==> config.mk <==
export PLATFORM = sky130hd
export DESIGN_NAME = dec_epoch_filter
export DESIGN_NICKNAME = d
export VERILOG_FILES = /design/src/rtl/dec_epoch_pkg.sv /design/src/rtl/epoch_judge.sv /design/src/rtl/epoch_state.sv /design/src/rtl/dec_flow_ctrl.sv /design/src/rtl/dec_epoch_filter.sv
export SDC_FILE = /design/constraint.sdc
export NUM_CORES = 1
export LEC_CHECK = 0
export ABC_AREA = 1
export BUFFER_PORTS_ARGS = -buffer_cell sky130_fd_sc_hd__buf_4
export CORE_AREA = 3 3 91 93
export CTS_BUF_LIST = sky130_fd_sc_hd__clkbuf_8
export DETAILED_ROUTE_END_ITERATION = 10
export DIE_AREA = 0 0 94 96
export GPL_ROUTABILITY_DRIVEN = 0
export SLEW_MARGIN = 5
export SYNTH_ARGS = -nofsm -noshare
export SYNTH_HDL_FRONTEND = slang
export SYNTH_SLANG_ARGS = --single-unit
==> constraint.sdc <==
create_clock -name clk -period 2 [get_ports clk]
set_clock_uncertainty 0.15 [all_clocks]
set_input_delay 0 -clock clk [delete_from_list [all_inputs] [get_ports clk]]
set_output_delay 0 -clock clk [all_outputs]
set_load 0.01 [all_outputs]
==> src/rtl/dec_epoch_pkg.sv <==
package dec_epoch_pkg;
  // classification of the instruction at the stage input
  typedef enum logic [1:0] {
    CLS_IDLE   = 2'd0,
    CLS_DROP   = 2'd1,
    CLS_KEEP   = 2'd2,
    CLS_RESYNC = 2'd3
  } cls_e;
endpackage

==> src/rtl/epoch_judge.sv <==
module epoch_judge
  import dec_epoch_pkg::*;
#(
  parameter int AW   = 32,
  parameter int EP_W = 1
) (
  input  logic            in_valid,
  input  logic [AW-1:0]   in_ppc,
  input  logic [AW-1:0]   dec_npc,
  input  logic [EP_W-1:0] in_eep,
  input  logic [EP_W-1:0] in_dep,
  input  logic [EP_W-1:0] e_est,
  input  logic [EP_W-1:0] d_ep,
  output cls_e            cls,
  output logic            mispred,
  output logic [EP_W-1:0] nxt_eest,
  output logic [EP_W-1:0] nxt_dep
);
  function automatic logic [EP_W-1:0] epoch_flip(input logic [EP_W-1:0] x);
    return x + EP_W'(1);
  endfunction

  function automatic logic [EP_W-1:0] pick_dep(
    input logic            resync,
    input logic [EP_W-1:0] tag_dep,
    input logic [EP_W-1:0] own_dep,
    input logic            flip
  );
    logic [EP_W-1:0] base;
    base = resync ? tag_dep : own_dep;
    return flip ? epoch_flip(base) : base;
  endfunction

  always_comb begin
    if (!in_valid)            cls = CLS_IDLE;
    else if (in_eep != e_est) cls = CLS_RESYNC;
    else if (in_dep == d_ep)  cls = CLS_KEEP;
    else                      cls = CLS_DROP;
  end

  assign mispred  = (in_ppc != dec_npc);
  assign nxt_eest = in_eep;
  assign nxt_dep  = pick_dep(cls == CLS_RESYNC, in_dep, d_ep, mispred);
endmodule

==> src/rtl/epoch_state.sv <==
module epoch_state #(
  parameter int EP_W = 1
) (
  input  logic            clk,
  input  logic            rst_n,
  input  logic            commit,
  input  logic            resync,
  input  logic [EP_W-1:0] nxt_eest,
  input  logic [EP_W-1:0] nxt_dep,
  output logic [EP_W-1:0] e_est,
  output logic [EP_W-1:0] d_ep
);
  always_ff @(posedge clk) begin
    if (!rst_n) begin
      e_est <= '0;
      d_ep  <= '0;
    end else if (commit) begin
      if (resync) e_est <= nxt_eest;
      d_ep <= nxt_dep;
    end
  end

  // no transfer, no epoch movement
  assert_hold_when_idle_R7: assert property (@(posedge clk) disable iff (!rst_n)
    !commit |=> ($stable(e_est) && $stable(d_ep)));
endmodule

==> src/rtl/dec_flow_ctrl.sv <==
module dec_flow_ctrl
  import dec_epoch_pkg::*;
(
  input  logic clk,
  input  logic rst_n,
  input  logic in_valid,
  input  cls_e cls,
  input  logic mispred,
  input  logic sb_hit,
  input  logic out_ready,
  input  logic rd_ready,
  output logic in_ready,
  output logic out_valid,
  output logic rd_valid,
  output logic commit
);
  logic accept, drop_evt, go;

  assign accept    = in_valid && (cls == CLS_KEEP || cls == CLS_RESYNC);
  assign drop_evt  = in_valid && (cls == CLS_DROP);
  assign go        = accept && !sb_hit;
  assign out_valid = go && (!mispred || rd_ready);
  assign rd_valid  = go && mispred && out_ready;
  assign commit    = out_valid && out_ready;
  assign in_ready  = drop_evt || commit;

  assert_one_redirect_R10: assert property (@(posedge clk) disable iff (!rst_n)
    (rd_valid && rd_ready) |-> (out_valid && out_ready));

  assert_sb_stall_R7: assert property (@(posedge clk) disable iff (!rst_n)
    (accept && sb_hit) |-> (!in_ready && !out_valid && !rd_valid));

  assert_rd_backpressure_R8: assert property (@(posedge clk) disable iff (!rst_n)
    (accept && mispred && !rd_ready) |-> (!in_ready && !out_valid));

  assert_drop_silent_R11: assert property (@(posedge clk) disable iff (!rst_n)
    drop_evt |-> (in_ready && !out_valid && !rd_valid));
endmodule

==> src/rtl/dec_epoch_filter.sv <==
module dec_epoch_filter
  import dec_epoch_pkg::*;
#(
  parameter int AW   = 32,
  parameter int EP_W = 1
) (
  input  logic            clk,
  input  logic            rst_n,
  input  logic            in_valid,
  output logic            in_ready,
  input  logic [AW-1:0]   in_pc,
  input  logic [AW-1:0]   in_ppc,
  input  logic [EP_W-1:0] in_eep,
  input  logic [EP_W-1:0] in_dep,
  input  logic [AW-1:0]   dec_npc,
  input  logic            sb_hit,
  output logic            out_valid,
  input  logic            out_ready,
  output logic [AW-1:0]   out_pc,
  output logic [AW-1:0]   out_npc,
  output logic [EP_W-1:0] out_eep,
  output logic            rd_valid,
  input  logic            rd_ready,
  output logic [AW-1:0]   rd_pc,
  output logic [AW-1:0]   rd_npc,
  output logic [EP_W-1:0] rd_eep
);
  cls_e            cls;
  logic            mispred, commit;
  logic [EP_W-1:0] e_est, d_ep, nxt_eest, nxt_dep;

  epoch_judge #(.AW(AW), .EP_W(EP_W)) judge_i (
    .in_valid(in_valid), .in_ppc(in_ppc), .dec_npc(dec_npc),
    .in_eep(in_eep), .in_dep(in_dep), .e_est(e_est), .d_ep(d_ep),
    .cls(cls), .mispred(mispred), .nxt_eest(nxt_eest), .nxt_dep(nxt_dep)
  );

  epoch_state #(.EP_W(EP_W)) state_i (
    .clk(clk), .rst_n(rst_n), .commit(commit), .resync(cls == CLS_RESYNC),
    .nxt_eest(nxt_eest), .nxt_dep(nxt_dep), .e_est(e_est), .d_ep(d_ep)
  );

  dec_flow_ctrl flow_i (
    .clk(clk), .rst_n(rst_n), .in_valid(in_valid), .cls(cls),
    .mispred(mispred), .sb_hit(sb_hit), .out_ready(out_ready),
    .rd_ready(rd_ready), .in_ready(in_ready), .out_valid(out_valid),
    .rd_valid(rd_valid), .commit(commit)
  );

  assign out_pc  = in_pc;
  assign out_npc = dec_npc;
  assign out_eep = in_eep;
  assign rd_pc   = in_pc;
  assign rd_npc  = dec_npc;
  assign rd_eep  = in_eep;

  assert_resync_takes_tag_R5: assert property (@(posedge clk) disable iff (!rst_n)
    (commit && cls == CLS_RESYNC) |=> (e_est == $past(in_eep)));

  assert_mispred_flips_R4: assert property (@(posedge clk) disable iff (!rst_n)
    (commit && cls == CLS_KEEP && mispred) |=> (d_ep != $past(d_ep)));

  assert_resync_dep_R6: assert property (@(posedge clk) disable iff (!rst_n)
    (commit && cls == CLS_RESYNC && !mispred) |=> (d_ep == $past(in_dep)));
endmodule

==> qor.yml <==
setup_path:
  worstSetupEndpointType: "output pin"
  worst_setup_path_start_kind: "flop"
  worstSetupPathType: "reg -> out"
  crit_arrival_ns: 1.35
  cp_max_fo: 3
  required_ns: 1.85
  rr_startpoint: "state_i.e_est"
  crit_start: "state_i.e_est"
cells_and_area:
  drive_above_1_share_pct: 48.38
  design_area_um2: 2238
  area_growth_pct: 34.51
  fillers: 836
  n_antenna_cell: 0
  nets: 414
sta:
  fmax_mhz: 665.0
  worst_slew_pin_slew_ns: 0.2520
  setup_viol: 0
  drv_slew: 0
  fin_crit_sh_pct: 75.19
  min_period_ns: 1.504
  setup_tns_ns: 0
  rsz0062_at_grt: "false"
  final-hold-violation-count: 0
  timing.slew.headroom_pct: 83.02
synthesis:
  syn_nets: 366
  synth_warnings: 0
  synth_fa_ha_area_share_pct: 0
  syn_avg_cell_area_um2: 6.352
  async_flop_share_pct: 0
  synth.ff_latch_count: 2
  postSynthCellCount: 262
  ys_seq_area_share_pct: 2.406
  synth-simple-area-share_pct: 19.40
  synth_largest_area_cell: "buf_4"
  synth_top_family_by_area: "buffers and inverters"
  synth_top_cells_by_count: "130 x buf_4, 56 x nand2_1, 24 x xnor2_1, 23 x inv_1, 14 x nor2_1"
  muxShareOfSynthArea_pct: 0
  synth_edf_count: 0
  synth_cell_type_count: 15
  synthFlopType: "dfxtp_1"
  synth_area_um2: 1664
  synthXorXnorAreaFrac_pct: 13.16
  synth_compound_area_share_pct: 1.203
  synth_area_leaders: "buf_4 59%, nand2_1 13%, xnor2_1 13%"
  yosysMostFrequentCell: "buf_4"
  synth_top_area_share_pct: 58.65
clocking:
  numCtsBuffers: 3
  cts_tree: "done"
  clockRootBuffer: "clkbuf_8"
  clock-sinks: 2
  cts_max_level: 1
  clk_latency_ns: 0.21
  clk_pin_slew_ns: 0.03
  cts.path.max_buffers: 2
run:
  maxCapViolCount: 0
floorplanning:
  start_util_pct: 21.88
  die_w_um: 94
  coreArea_um2: 7607
  ios: 237
  die_y_um: 96
  rows: 32
  dieArea_um2: 9024
run_status:
  outcome: "finished clean"
grt:
  grt_pass1_wl_um: 5609
  gr-total-overflow: 0
  antenna_found_initial: 0
  grt_max_degree: 5
  track_usage_pct: 7.489
  grt_pass1_vias: 1326
route:
  dr.pass1.iters: 2
  vias: 1487
  ant_nets: 0
  route.detailed.wl_per_inst_um: 10.29
  drt-initial-drc-count: 20
  via_per_inst: 3.627
  route.detailed.drc: 0
  drt-total-wl_um: 4219
place:
  port-buffer-count: 140
  postPlaceCellArea_um2: 1867
  hpwlAfterDp_um: 3371
power:
  vdd_ir_drop_max_mv: 0.1263
  leakagePower_nw: 1.200
  powerDensity_nw_per_um2: 308.9
worst_hold_path:
  hp-start: "in_eep"
  hp-class: "in -> reg"
-- power breakdown --
| part | switching, W | total (W) | internal [W] |
|---|---|---|---|
| Clock | 0.0000286 | 0.000156 | 0.000127 |
| Sequential | 0.000000900 | 0.0000425 | 0.0000416 |
| Combinational | 0.000220 | 0.000493 | 0.000274 |
| Total | 0.000249 | 0.000691 | 0.000442 |
-- timing repair --
| action | in CTS | in global routing |
|---|---|---|
| setup endpoints to repair | 0 | 0 |
| setup buffers | 0 | 0 |
| resized for setup | 0 | 0 |
| hold endpoints to repair | 66 | 0 |
| hold buffers | 33 | 0 |
-- final cells by class --
cell class              instances  area [µm²]  area share, %
repair buffers                173        1381          61.71
multi-input cells             107       561.8          25.10
well taps                     102       127.6          5.701
inverters                      23       86.33          3.857
clock buffers                   3       41.29          1.845
flip-flops and latches          2       40.04          1.789
-- routing by layer --
layer,share of wire (%),track usage (%)
met1,29,6.521
met2,57,16.97
met3,14,1.329
met4,0.45,1.685
met5,0,0
-- cells in the final DEF (no fill, tap or decap) --
cell,netlist,routed
xor2_1,1,1
nand3_1,1,1
xnor2_1,24,24
a21oi_1,2,2
inv_1,23,23
nor2_4,1,1
clkbuf_8,0,3
nand2_1,56,56
nand2_2,2,2
dfxtp_1,2,2
nand3b_1,1,1
nor2_2,2,2
dlygate4sd3_1,0,33
buf_4,130,140
nand2_4,1,1
o21ai_0,2,2
nor2_1,14,14
-- registers in the layout, summed over array words and instances (netlist names) --
signal and cells:
state_i.d_ep 1, state_i.e_est 1
-- worst max-delay path, cell delays in order (launching register included) --
cell     delay (ns)
dfxtp_1        0.31
xnor2_1        0.21
nand2_1        0.09
nand2_1        0.15
nor2_4         0.06
nand2_2        0.07
o21ai_0        0.09
buf_4          0.16
-- cells by family (layout without fill, tap and decap cells) --
family | after synthesis | after routing
compound gates | 4 | 4
simple gates | 78 | 78
buf+inv | 153 | 199
xor+xnor | 25 | 25
flops | 2 | 2
-- worst paths after layout --
| check | endpoint | slack [ns] | depth (start not counted) |
|---|---|---|---|
| max | in_ready | 0.50 | 7 |
| min | state_i.e_est | 0.007 | 4 |
| max reg2reg | state_i.d_ep | 0.59 | 8 |
| min reg2reg | state_i.e_est | 0.36 | 2 |
-- stage by stage --
step / std cells / total power [W] / hold WS [ns] / setup WS, ns / utilization (%)
CTS: 410 / 0.0007065 / 0.004943 / 0.4808 / 29.42
global placement: 374 / 0.0004353 / -0.1499 / 0.6156 / 24.54
floorplan: 262 / 0.0004067 / -0.05823 / 0.7553 / -
global route: 410 / 0.0007441 / 0.04532 / 0.3701 / 29.42
detailed placement: 374 / 0.0004401 / -0.1499 / 0.5740 / 24.54
finish: 410 / 0.0006914 / 0.006558 / 0.4962 / 29.42
Power figures use the tool's default switching activity.
